## src/rtl/clkdiv_pkg.sv

```systemverilog
package clkdiv_pkg;

    // Divider control states
    typedef enum logic [1:0] {
        ST_IDLE = 2'd0,   // disabled, output low
        ST_LOW  = 2'd1,   // running, output low phase
        ST_HIGH = 2'd2    // running, output high phase
    } cd_state_t;

    // Smallest divisor the counter accepts
    localparam int unsigned DIV_MIN = 2;

endpackage

```

## src/rtl/clkdiv_cfg.sv

```systemverilog
// Assembles the divisor from three configuration bytes and clamps it.
module clkdiv_cfg #(
    parameter int BYTE_W = 8,
    parameter int DIV_W  = 20
) (
    input  logic [BYTE_W-1:0] cfg_lo,
    input  logic [BYTE_W-1:0] cfg_mid,
    input  logic [BYTE_W-1:0] cfg_hi,
    output logic [DIV_W-1:0]  div_out
);
    import clkdiv_pkg::*;

    localparam int HI_W = DIV_W - 2*BYTE_W;

    logic [DIV_W-1:0] div_raw;

    // top byte contributes only its low HI_W bits
    assign div_raw = {cfg_hi[HI_W-1:0], cfg_mid, cfg_lo};

    generate
        if (HI_W < BYTE_W) begin : g_hi_spare
            logic unused_hi_bits;
            assign unused_hi_bits = ^cfg_hi[BYTE_W-1:HI_W];
        end
    endgenerate

    // values below the minimum are raised to it
    always_comb begin
        if (div_raw < DIV_W'(DIV_MIN))
            div_out = DIV_W'(DIV_MIN);
        else
            div_out = div_raw;
    end

endmodule

```

## src/rtl/clkdiv_counter.sv

```systemverilog
// Divide-by-N counter with terminal-count pulse and divisor capture.
module clkdiv_counter #(
    parameter int DIV_W = 20
) (
    input  logic             clk,
    input  logic             rst_n,
    input  logic             en,
    input  logic             run,
    input  logic [DIV_W-1:0] div_in,
    output logic             tc
);
    import clkdiv_pkg::*;

    logic [DIV_W-1:0] cnt;
    logic [DIV_W-1:0] div_q;

    assign tc = run && en && (cnt == div_q - DIV_W'(1));

    always_ff @(posedge clk or negedge rst_n) begin
        if (!rst_n) begin
            cnt   <= '0;
            div_q <= DIV_W'(DIV_MIN);
        end else if (!en) begin
            cnt   <= '0;
        end else if (!run || tc) begin
            // capture divisor at start and at each terminal count
            cnt   <= '0;
            div_q <= div_in;
        end else begin
            cnt   <= cnt + DIV_W'(1);
        end
    end


    cnt_in_range_chk: assert property (@(posedge clk) disable iff (!rst_n)
        (run && en) |-> (cnt < div_q));


    div_floor_chk: assert property (@(posedge clk) disable iff (!rst_n)
        run |-> (div_q >= DIV_W'(DIV_MIN)));


    div_hold_chk: assert property (@(posedge clk) disable iff (!rst_n)
        (run && en && !tc) |=> $stable(div_q));


    cnt_clear_chk: assert property (@(posedge clk) disable iff (!rst_n)
        !en |=> (cnt == '0));

endmodule

```

## src/rtl/clkdiv_fsm.sv

```systemverilog
// Output state machine: idle / low phase / high phase.
module clkdiv_fsm (
    input  logic clk,
    input  logic rst_n,
    input  logic en,
    input  logic tc,
    output logic run,
    output logic clk_out
);
    import clkdiv_pkg::*;

    cd_state_t state_q;
    cd_state_t state_nx;

    always_comb begin
        state_nx = state_q;
        unique case (state_q)
            ST_IDLE: state_nx = en ? ST_LOW : ST_IDLE;            // start
            ST_LOW:  if (!en)     state_nx = ST_IDLE;             // stop
                     else if (tc) state_nx = ST_HIGH;             // rise
            ST_HIGH: if (!en)     state_nx = ST_IDLE;             // stop
                     else if (tc) state_nx = ST_LOW;              // fall
            default: state_nx = ST_IDLE;
        endcase
    end

    // state register
    always_ff @(posedge clk or negedge rst_n) begin
        if (!rst_n) state_q <= ST_IDLE;
        else        state_q <= state_nx;
    end

    // output register, glitch-free
    always_ff @(posedge clk or negedge rst_n) begin
        if (!rst_n) clk_out <= 1'b0;
        else        clk_out <= (state_nx == ST_HIGH);
    end

    assign run = (state_q != ST_IDLE);


    off_low_chk: assert property (@(posedge clk) disable iff (!rst_n)
        !en |=> !clk_out);


    toggle_chk: assert property (@(posedge clk) disable iff (!rst_n)
        (run && en && tc) |=> (clk_out != $past(clk_out)));


    hold_chk: assert property (@(posedge clk) disable iff (!rst_n)
        (run && en && !tc) |=> $stable(clk_out));


    start_chk: assert property (@(posedge clk) disable iff (!rst_n)
        (state_q == ST_IDLE && en) |=> (state_q == ST_LOW && !clk_out));

endmodule

```

## src/rtl/clkout_div.sv

```systemverilog
// Programmable clock output divider, top level.
module clkout_div #(
    parameter int BYTE_W = 8,
    parameter int DIV_W  = 20
) (
    input  logic              clk,
    input  logic              rst_n,
    input  logic [BYTE_W-1:0] cfg_lo,
    input  logic [BYTE_W-1:0] cfg_mid,
    input  logic [BYTE_W-1:0] cfg_hi,
    input  logic              en,
    output logic              clk_out
);
    logic [DIV_W-1:0] div_val;
    logic             tc;
    logic             run;

    clkdiv_cfg #(.BYTE_W(BYTE_W), .DIV_W(DIV_W)) u_cfg (
        .cfg_lo  (cfg_lo),
        .cfg_mid (cfg_mid),
        .cfg_hi  (cfg_hi),
        .div_out (div_val)
    );

    clkdiv_counter #(.DIV_W(DIV_W)) u_cnt (
        .clk    (clk),
        .rst_n  (rst_n),
        .en     (en),
        .run    (run),
        .div_in (div_val),
        .tc     (tc)
    );

    clkdiv_fsm u_fsm (
        .clk     (clk),
        .rst_n   (rst_n),
        .en      (en),
        .tc      (tc),
        .run     (run),
        .clk_out (clk_out)
    );


    reset_low_chk: assert property (@(posedge clk) !rst_n |-> !clk_out);

endmodule

```

## config.mk

```make
export PLATFORM = sky130hd
export DESIGN_NAME = clkout_div
export DESIGN_NICKNAME = d
export VERILOG_FILES = /design/src/rtl/clkdiv_pkg.sv /design/src/rtl/clkdiv_cfg.sv /design/src/rtl/clkdiv_counter.sv /design/src/rtl/clkdiv_fsm.sv /design/src/rtl/clkout_div.sv
export SDC_FILE = /design/constraint.sdc
export NUM_CORES = 1
export LEC_CHECK = 0
export BUFFER_PORTS_ARGS = -buffer_cell sky130_fd_sc_hd__buf_2
export CORE_ASPECT_RATIO = 1.75
export CORE_UTILIZATION = 64
export DETAILED_ROUTE_END_ITERATION = 8
export GPL_TIMING_DRIVEN = 0
export PLACE_DENSITY = 0.92
export SYNTH_ARGS = -nofsm -noshare
export SYNTH_HDL_FRONTEND = slang
export SYNTH_SLANG_ARGS = --single-unit
```

## constraint.sdc

```tcl
create_clock -name clk -period 6.8 [get_ports clk]
set_input_delay 0.68 -clock clk [delete_from_list [all_inputs] [get_ports clk]]
set_output_delay 0.68 -clock clk [all_outputs]
set_load 0.02 [all_outputs]
```

# ---- Word level (Yosys, flattened, before mapping)
# Cells that the tools add are included.
dict set report word_totals {
  ff_bits 43
  latchBits 0
  ram_bits 0
  mem_bits_ro 0
  inputBits 27
  out_inout_bits 1
  n_memories 0
}
dict set report classes {
  n_addsub 2
  mul 0
  n_div 0
  n_lt_le_gt_ge 1
  eq_ne 4
  shift 0
  n_mux 9
  bitwise_logic 0
  n_reduce_logical 7
}
# op count
set op_table {}
lappend op_table {{two-way mux 20 bit} 3}
lappend op_table {{adder 20 x 1 -> 20 bit (second input constant)} 1}
lappend op_table {{equality test 20 bit} 1}
lappend op_table {{less-than comparator 20 x 2 -> 1 bit (second input constant)} 1}
lappend op_table {{subtractor 20 x 1 -> 20 bit (second input constant)} 1}
lappend op_table {{two-way mux 2 bit} 4}
lappend op_table {{case mux 2 bit (3 select lines)} 1}
lappend op_table {{equality test 2 bit (second input constant)} 2}
lappend op_table {{equality test 2 x 1 -> 1 bit (second input constant)} 1}
lappend op_table {{logical AND 1 bit} 2}
lappend op_table {{zero test 2 bit} 1}
lappend op_table {{AND reduction 2 bit} 1}
lappend op_table {{nonzero test 2 bit} 1}
lappend op_table {{zero test 1 bit} 1}
lappend op_table {{logical OR 1 bit} 1}
lappend op_table {{two-way mux 1 bit} 1}

# ---- Logic depth before layout (Yosys ltp)
# Gate-level depths: netlist of the first run.
dict set report depth {
  depth_word 7
  mapped_depth 10
  depth_no_buf 9
}

# ---- Modules after synthesis
# From an unflattened synthesis of the first run, not the netlist that was laid out.
dict set report unflattened {
  cells_unflattened 292
  area_unflattened_um2 2882.8
}
# mod n_inst cells_per_inst area_each_um2
set by_module_without_submodules {}
lappend by_module_without_submodules {clkdiv_counter 1 255 2603.7}
lappend by_module_without_submodules {clkdiv_cfg 1 26 141.4}
lappend by_module_without_submodules {clkdiv_fsm 1 11 137.6}

# ---- Worst setup path before layout of the first run
# OpenSTA, ideal clock, no wires.
dict set report synth_timing {
  path_type {reg-to-reg}
  start {register u_cnt.div_q[0]}
  end {register u_cnt.div_q[10]}
  setup_ns 0.125
  arrival_ns 2.961
  slack_ns 3.714
  path_stages_with_launch 11
  n_path_buf 1
  path_cell_list {dfrtp_1 inv_1 ha_1 or4b_4 or3_1 a2111oi_2 and3_1 nand4b_1 o41a_1 buf_6 mux2_4}
}
dict set report synth_via {
  elab_chain_cells 5
}
# item line_no
set synth_lines {}
lappend synth_lines {{start: declaration} clkdiv_counter.sv:15} ;# logic [DIV_W-1:0] div_q;
lappend synth_lines {{start signal: assignment} clkdiv_counter.sv:22} ;# div_q <= DIV_W'(DIV_MIN);
lappend synth_lines {{start signal: assignment} clkdiv_counter.sv:28} ;# div_q <= div_in;
lappend synth_lines {{subtractor 20 x 1 -> 20 bit} clkdiv_counter.sv:17} ;# assign tc = run && en && (cnt == div_q - DIV_W'(1));
lappend synth_lines {{equality test 20 bit} clkdiv_counter.sv:17}
lappend synth_lines {{logical AND 1 bit} clkdiv_counter.sv:17}
lappend synth_lines {{logical OR 1 bit} clkdiv_counter.sv:25} ;# end else if (!run || tc) begin
lappend synth_lines {{AND reduction 2 bit (no source line)} -}
# Every way passes these cells.
# A chain may end at the register's enable or synchronous reset.

# ---- Worst setup path in the final report of the first run
dict set report layout_timing {
  start {register u_cnt.div_q[0]}
  end {register u_cnt.cnt[11]}
}
dict set report layout_via {
  elab_chain_cells 6
}
# item line_no
set layout_lines {}
lappend layout_lines {{subtractor 20 x 1 -> 20 bit} clkdiv_counter.sv:17}
lappend layout_lines {{equality test 20 bit} clkdiv_counter.sv:17}
lappend layout_lines {{logical AND 1 bit} clkdiv_counter.sv:17}
lappend layout_lines {{logical OR 1 bit} clkdiv_counter.sv:25}
lappend layout_lines {{two-way mux 20 bit} clkdiv_counter.sv:25}
lappend layout_lines {{two-way mux 20 bit} clkdiv_counter.sv:23} ;# end else if (!en) begin
lappend layout_lines {{end signal: assignment} clkdiv_counter.sv:30} ;# cnt <= cnt + DIV_W'(1);
lappend layout_lines {{end: declaration} clkdiv_counter.sv:14} ;# logic [DIV_W-1:0] cnt;
# Every way passes these cells.

==> impl_metrics.tcl, run 1 <==
set metrics [dict create \
    outcome "finished clean" \
    tightest_slew_ns 0.952 \
    clock_sinks 43 \
    overflow 0 \
    post_cts_buffers 0 \
    die_area_sq_um 4640 \
    yosysUniqueCellTypes 50 \
    endpoint_kind "flop" \
    yosysSeqAreaShare_pct 38.6 \
    fmax_mhz 293 \
    core-area_sq_um 4150 \
    start_kind "flop" \
    syn_nets 313 \
    slew_headroom_pct 36.5 \
    nets 343 \
    gp_congestion 0.850 \
    cts-htree-levels 2 \
    finalHoldViolCount 0 \
    fin_crit_sh_pct 50.2 \
    seqCellArea_sq_um 1080 \
    clk_pin_slew_ns 0.08 \
    synthArstFlopShare_pct 100 \
    final_cell_count_no_fill 363 \
    syn_area_sq_um 2790 \
    crit_fanout 10 \
    placedCellCount 356 \
    synth_cells 284 \
    hpwl_mm 4.69 \
    clockBufferDepth 2 \
    synth_seq_cells 43 \
    drt-initial-drc-count 93 \
    worstSkewPairLatency_ns 0.29 \
    ir_worst_vdd_mv 0.176 \
    critical_path_class "flop to flop" \
    p_leak_nw 1.35 \
    start_util_pct 67.2 \
    synth_enable_flop_cells 0 \
    min_period_ns 3.41 \
    wire_per_inst_um 17.6 \
    ctsRootBufferMaster "clkbuf_8" \
    grt_pass1_vias 2335 \
    crit_required_ns 6.96 \
    slew_viol_final 0 \
    grt_max_degree 44 \
    p_per_area_nw_per_um2 205 \
    hold_class "flop to flop" \
    die_w_um 51.9 \
    yosysTopAreaCell "dfrtp_1" \
    crit_arrival_ns 3.57 \
    antenna_found_initial 0 \
    cts_resized 0 \
    grt_pass1_wl_mm 10.8 \
    drc 0 \
    cts_hold_buf 0 \
    rsz0062_at_grt "false" \
    num_vias 2340 \
    setup_viol 0 \
    syn_area_per_cell_sq_um 9.82 \
    finalPower_uw 631 \
    fin_skew_ns 0.00688 \
    grtUsageTotal_pct 31.6 \
    yosysWarnings 0 \
    multiInputGateArea_sq_um 1620 \
    synth_area_leaders "dfrtp_1 (38%), mux2_4 (9.7%), xor2_1 (6.3%), xnor2_1 (5.7%), nor2_1 (4.8%)" \
    tns_ns 0 \
    ant_nets 0 \
    ys.flop_type "dfrtp_1" \
    fp.dieH_um 89.3 \
    r2r_slack_ns 3.39 \
    numCtsBuffers 5 \
    first_pass_iters 5 \
    num_antenna_cells 0 \
    rows 31 \
    numPortBuffers 23 \
    syn_to_final_growth_pct 10.0 \
    drive_above_1_share_pct 19.4 \
    synth_top_area_share_pct 37.7 \
    fill_cells 282 \
    vias_per_cell 6.45 \
    cap_violations 0 \
    routed_wl_mm 6.38 \
    cts_tree "yes" \
    io_pins 28 \
]
## Yosys cell counts, types with 4 or more instances
cell type	instances
dfrtp_1	42
nor2_1	36
xor2_1	20
mux2_4	18
xnor2_1	18
nand2_1	15
nand3_1	10
mux2i_1	9
nand4_1	9
and3_1	8
nor4_1	8
clkbuf_1	7
nor3_1	7
or3_1	7
inv_1	6
a31oi_1	5
nand4b_1	5
nor3b_1	5
nor2b_1	4
## power by group
group | internal (mW) | total, mW | switching (mW)
Combinational | 0.0657 | 0.134 | 0.0678
Sequential | 0.274 | 0.304 | 0.0296
Clock | 0.108 | 0.193 | 0.0853
## cells by family (layout without fill, tap and decap cells)
| family | after synthesis | count (layout) | share of synthesized area (%) |
|---|---|---|---|
| fa+ha+maj | 2 | 2 | 0.897 |
| compound gates | 23 | 23 | 6.19 |
| simple gates | 131 | 131 | 25.8 |
| xor+xnor | 38 | 38 | 11.9 |
| mux | 28 | 28 | 13.3 |
| buf+inv | 19 | 49 | 3.23 |
| flops | 43 | 43 | 38.6 |
## stage by stage
stage               setup slack (ns)  hold slack, ns  utilization, %  cell area, sq um
finish                          3.39           0.493            74.0              3070
global route                    3.12           0.523            74.0              3070
CTS                             3.42           0.498            74.0              3070
detailed placement              3.47           0.487            71.5              2970
global placement                3.49           0.486            71.5              2970
floorplan                       3.71           0.384               -              2790
## sequential cells by signal, indices dropped and copies added (netlist names)
signal         count
u_cnt.cnt         20
u_cnt.div_q       20
u_fsm.clk_out      1
u_fsm.state_q      2
## cell usage in the layout (no fill, tap or decap), drive strengths merged, types with 2 or more instances in the layout
cell type / n
o21ai: 3
or4b: 2
mux2i: 9
nor4: 8
a21oi: 2
nor2b: 4
or3: 7
ha: 2
o31ai: 3
nand2: 15
buf: 28
nand3: 10
xnor2: 18
nor3: 7
nor3b: 5
nand4: 9
nand3b: 2
and3: 8
nand4b: 5
nand2b: 3
a31oi: 5
nor4b: 2
nor2: 36
mux2: 19
or2: 2
xor2: 20
or4: 3
dfrtp: 42
inv: 6
clkbuf: 14
## routing by layer
layer / share of wire [%] / routed length (um) / GRT usage (%)
met5: 0 / 0 / 0
met4: 5.2 / 329 / 19.2
met3: 3.7 / 237 / 4.25
met2: 55 / 3500 / 57.6
met1: 36 / 2320 / 33.3
## worst paths after layout
path / cells after the start / to / start
min reg2reg: 1 / u_cnt.cnt[0] / u_cnt.cnt[0]
max reg2reg: 10 / u_cnt.cnt[11] / u_cnt.div_q[0]
max: 10 / u_cnt.cnt[11] / u_cnt.div_q[0]
min in group asynchronous: 1 / u_cnt.div_q[19] / rst_n
min: 1 / u_cnt.cnt[0] / u_cnt.cnt[0]
max in group asynchronous: 1 / u_cnt.cnt[10] / rst_n
## layout make-up
cell class	count	area share, %
well taps	49	2.00
plain buffers	13	2.20
multi-input cells	222	52.9
clock buffers	6	2.36
flip-flops and latches	43	35.1
repair buffers	23	3.75
inverters	6	0.734
clock inverters	1	0.978
## worst max-delay path, cell delays in order, from the launching register on
cell and delay, ns:
dfrtp_1 0.42, inv_1 0.09, ha_1 0.20, or4b_4 0.50, nor4_1 0.60, mux2i_1 0.28
nor2_1 0.08, nand4b_1 0.21, o31ai_1 0.35, clkbuf_1 0.44, nor2_1 0.11
(Power assumes the default switching activity.)
==> run 2, diff against run 1 <==
CORE_UTILIZATION = 59   (was 64)
PLACE_DENSITY = 0.87   (was 0.92)
clock period = 3.45 ns   (was 6.8 ns; I/O delays follow)
==> run 2 against run 1 <==
First-iteration DRC count shrank 6.5%. Final cell count is 0.55% higher. Final area grew 0.29%. Total power grew 88%. Highest routed layer unchanged.
==> impl_metrics.tcl, run 2 (synthesis gave the netlist of run 1 again) <==
set metrics [dict create \
    die_area_sq_um 5020 \
    grtUsageTotal_pct 28.0 \
    overflow 0 \
    tightest_slew_ns 0.935 \
    crit_fanout 10 \
    critical_path_class "flop to flop" \
    io_pins 28 \
    ant_nets 0 \
    hpwl_mm 4.52 \
    clockBufferDepth 2 \
    cts_tree "yes" \
    syn_to_final_growth_pct 10.3 \
    final_common_cell "dfrtp_1" \
    grt_max_degree 44 \
    drive_above_1_share_pct 20.7 \
    fp.dieH_um 93.0 \
    biggestRegsByFlops "u_cnt.cnt (20), u_cnt.div_q (20), u_fsm.state_q (2)" \
    crit_arrival_ns 3.53 \
    setup_viol 0 \
    drt-initial-drc-count 87 \
    routed_wl_mm 6.02 \
    cap_violations 0 \
    final_cell_count_no_fill 365 \
    grt_pass1_wl_mm 10.2 \
    endpoint_kind "flop" \
    final_cell_mix "dfrtp_1 (42), nor2_1 (36), buf_2 (25)" \
    cts-htree-levels 2 \
    post_cts_buffers 0 \
    critPathMaxStageDelay_ns 0.51 \
    worstSkewPairLatency_ns 0.30 \
    outcome "finished clean" \
    clock_sinks 43 \
    rows 32 \
    start_util_pct 62.2 \
    placedCellCount 358 \
    drc 0 \
    rr_worst_depth 10 \
    die_w_um 54.0 \
    start_kind "flop" \
    finalPower_mw 1.18 \
    core-area_sq_um 4480 \
    num_antenna_cells 0 \
    fin_skew_ns 0.00498 \
    clk_pin_slew_ns 0.08 \
    tns_ns 0 \
    rsz0062_at_grt "false" \
    ir_worst_vdd_mv 0.433 \
    ctsRootBufferMaster "clkbuf_8" \
    wire_per_inst_um 16.5 \
    antenna_found_initial 0 \
    numCtsBuffers 5 \
    grt_pass1_vias 2242 \
    p_per_area_nw_per_um2 385 \
    nets 343 \
    slew_headroom_pct 37.7 \
    vias_per_cell 6.14 \
    num_vias 2242 \
    crit_cells 10 \
    gp_congestion 0.933 \
    crit_required_ns 3.64 \
    path_buf_inv 2 \
    critical-path-top-delay-family "simple AND/OR/NAND/NOR gates" \
    slew_viol_final 0 \
    cp_slowest_cell "or4b_4" \
    min_period_ns 3.34 \
    finalHoldViolCount 0 \
    dpl_cell_area_sq_um 2970 \
    first_pass_iters 4 \
    p_leak_nw 1.35 \
    design_area_sq_um 3080 \
    fin_crit_sh_pct 96.8 \
    hold_class "primary input to asynchronous set/reset pin" \
    cp_cell_sequence "inv_1, ha_1, or4b_4, or3_1, a2111oi_4, and3_1, nand4b_1, o41a_1, buf_6, mux2_4" \
    numPortBuffers 23 \
    fmax_mhz 299 \
]
[run 2: what timing repair did]
| action | 4_1_cts | 5_1_grt |
|---|---|---|
| resized for setup | 0 | 6 |
| endpoints found under the setup margin | 0 | 38 |
| hold buffers | 0 | 0 |
[run 2: worst paths after layout]
| kind | startpoint | endpoint | slack [ns] |
|---|---|---|---|
| max in group asynchronous | rst_n | u_cnt.cnt[2] | 2.68 |
| min in group clk | cfg_hi[3] | u_cnt.div_q[19] | 0.29 |
| hold / removal | rst_n | u_cnt.div_q[15] | 0.18 |
| hold reg to reg | u_cnt.cnt[0] | u_cnt.cnt[0] | 0.50 |
| setup reg to reg | u_cnt.div_q[0] | u_cnt.div_q[8] | 0.11 |
| setup / recovery | u_cnt.div_q[0] | u_cnt.div_q[8] | 0.11 |
[run 2: area by class of cell]
cell class | instances | area, sq um
Multi-Input combinational cell | 222 | 1640
Fill cell | 379 | 1410
Sequential cell | 43 | 1080
Timing Repair Buffer | 23 | 115
Clock buffer | 6 | 82.6
Buffer | 13 | 70.1
Tap cell | 51 | 63.8
Inverter | 6 | 22.5
Clock inverter | 1 | 5.00
[run 2: layer usage]
layer	global-route usage [%]	vias to the layer above	share of wire (%)
li1	-	1075	-
met4	16.9	0	4.3
met1	29.9	1092	40
met3	5.69	24	2.6
met2	48.0	51	53
met5	0	-	0
[run 2: metrics by stage]
stage               hold WS, ns  utilization, %  setup slack, ns
floorplan                0.0494               -            0.364
global placement          0.491            66.2            0.176
detailed placement        0.500            66.2            0.135
CTS                       0.222            68.2            0.113
global route              0.271            68.6           0.0122
finish                    0.178            68.6            0.111
[run 2: power by group]
group	internal [mW]	leakage [nW]	switching (mW)
clock	0.157	0.0470	0.166
combinational	0.131	0.749	0.133
sequential	0.541	0.551	0.0555
==> run 3, diff against run 2 <==
BUFFER_PORTS_ARGS = unset   (was -buffer_cell sky130_fd_sc_hd__buf_2)
CORE_UTILIZATION = 64   (was 59)
DONT_BUFFER_PORTS = 1   (was unset)
==> run 3 against run 2 <==
Critical path depth stayed put. First-iteration DRC count is 24% lower. Wire length is 5.3% higher. Highest routed layer unchanged. Sequential cell count stayed put. Sequential share of layout area is 0.95 points higher. Total power is 0.76% lower. Clock-buffer cell count is 1 lower. Final area is 2.6% lower. Largest cell class unchanged. Register-to-register slack hardly changed. Hold slack better by 0.0060 ns. Fmax hardly changed.
==> impl_metrics.tcl, run 3 (synthesis gave the netlist of run 1 again) <==
set metrics [dict create \
    outcome "finished clean" \
    gp_congestion 0.888 \
    ctsRootBufferMaster "clkbuf_8" \
    p_leak_nw 1.27 \
    grt-busiest-layer "met2" \
    biggestRegsByFlops "u_cnt.cnt (20), u_cnt.div_q (20), u_fsm.state_q (2)" \
    drt-initial-drc-count 66 \
    slew_headroom_pct 63.2 \
    grt_max_degree 44 \
    cts-htree-levels 2 \
    path_buf_inv 2 \
    place_ws_ns 0.113 \
    antenna_found_initial 0 \
    vias_per_cell 6.34 \
    use_met2_pct 55.7 \
    ant_nets 0 \
    worstSkewPairLatency_ns 0.30 \
    nets 323 \
    final_cell_mix "dfrtp_1 (42), nor2_1 (36), xor2_1 (20)" \
    clk_pin_slew_ns 0.08 \
    min_period_ns 3.34 \
    cap_violations 0 \
    routed_wl_mm 6.34 \
    cts_tree "yes" \
    fin_skew_ns 0.00732 \
    clockBufferDepth 2 \
    utilization_pct 72.2 \
    die_w_um 51.9 \
    drc 0 \
    num_vias 2181 \
    final_cell_count_no_fill 344 \
    numPortBuffers 0 \
    met3_usage_pct 4.59 \
    final_common_cell "dfrtp_1" \
    critical-path-top-delay-family "simple AND/OR/NAND/NOR gates" \
    ir_worst_vdd_mv 0.337 \
    start_kind "flop" \
    fmax_mhz 299 \
    drive_above_1_share_pct 15.6 \
    clock_sinks 43 \
    hpwl_mm 4.48 \
    core-area_sq_um 4150 \
    crit_fanout 10 \
    tns_ns 0 \
    overflow 0 \
    grtUsageTotal_pct 29.7 \
    critical_path_class "flop to flop" \
    worst_slack_ns 0.109 \
    fin_crit_sh_pct 96.8 \
    critPathMaxStageDelay_ns 0.49 \
    numCtsBuffers 5 \
    endpoint_kind "flop" \
    p_per_area_nw_per_um2 392 \
    fill_cells 298 \
    wire_per_inst_um 18.4 \
    num_antenna_cells 0 \
    crit_arrival_ns 3.53 \
    rows 31 \
    setup_viol 0 \
    cp_slowest_cell "or4b_4" \
    cp_cell_sequence "inv_1, ha_2, or4b_4, or3_1, a2111oi_4, and3_1, nand4b_1, o41a_1, buf_6, mux2_4" \
    syn_to_final_growth_pct 7.40 \
    io_pins 28 \
    hold_class "primary input to flop" \
    met1_usage_pct 32.3 \
    grt_pass1_wl_mm 10.2 \
    start_util_pct 67.2 \
    fp.dieH_um 89.3 \
    finalHoldViolCount 0 \
    slew_viol_final 0 \
    die_area_sq_um 4640 \
    first_pass_iters 4 \
    grt_pass1_vias 2172 \
    tightest_slew_ns 0.544 \
    placedCellCount 333 \
    crit_required_ns 3.64 \
]
-- run 3: path summary, 6_finish.rpt --
path                                      from         endpoint  slack [ns]  depth (start not counted)
worst max-delay path            u_cnt.div_q[0]  u_cnt.div_q[16]        0.11                         10
worst min-delay path                cfg_mid[4]  u_cnt.div_q[12]        0.18                          1
worst max register to register  u_cnt.div_q[0]  u_cnt.div_q[16]        0.11                         10
worst min register to register    u_cnt.cnt[0]     u_cnt.cnt[0]        0.51                          1
max in group asynchronous                rst_n   u_cnt.div_q[1]        2.69                          2
min in group asynchronous                rst_n  u_cnt.div_q[13]        0.50                          2
-- run 3: metrics by stage --
step | hold slack (ns) | cell area, sq um | total power, mW
CTS | 0.187 | 2970 | 1.16
global placement | 0.0502 | 2850 | 0.824
detailed placement | 0.0502 | 2850 | 0.833
floorplan | 0.0494 | 2790 | 0.783
finish | 0.184 | 3000 | 1.17
global route | 0.175 | 3000 | 1.22
-- run 3: metal layers --
layer	part of all wire, %	wire (um)	vias up
li1	-	-	1039
met1	41	2570	1088
met2	55	3470	41
met3	2.3	146	13
met4	2.4	155	0
met5	0	0	-
-- run 3: layout make-up --
| type | count | area, sq um | share of cell area [%] |
|---|---|---|---|
| Multi-Input combinational cell | 222 | 1640 | 54.9 |
| Sequential cell | 43 | 1080 | 35.9 |
| Buffer | 13 | 70.1 | 2.34 |
| Clock buffer | 5 | 68.8 | 2.30 |
| Tap cell | 49 | 61.3 | 2.05 |
| Timing Repair Buffer | 3 | 37.5 | 1.25 |
| Inverter | 6 | 22.5 | 0.752 |
| Clock inverter | 3 | 15.0 | 0.501 |
-- run 3: what timing repair did --
item,in CTS,in global routing
setup buffers,0,1
resized for setup,0,7
hold buffers,2,0
hold endpoints to repair,43,0
endpoints found under the setup margin,0,38
-- run 3: where the power goes --
group | total [mW] | internal [mW] | leakage (nW) | switching, mW
clock | 0.319 | 0.139 | 0.0477 | 0.180
sequential | 0.597 | 0.541 | 0.551 | 0.0563
combinational | 0.258 | 0.129 | 0.674 | 0.129
total | 1.17 | 0.809 | 1.27 | 0.366
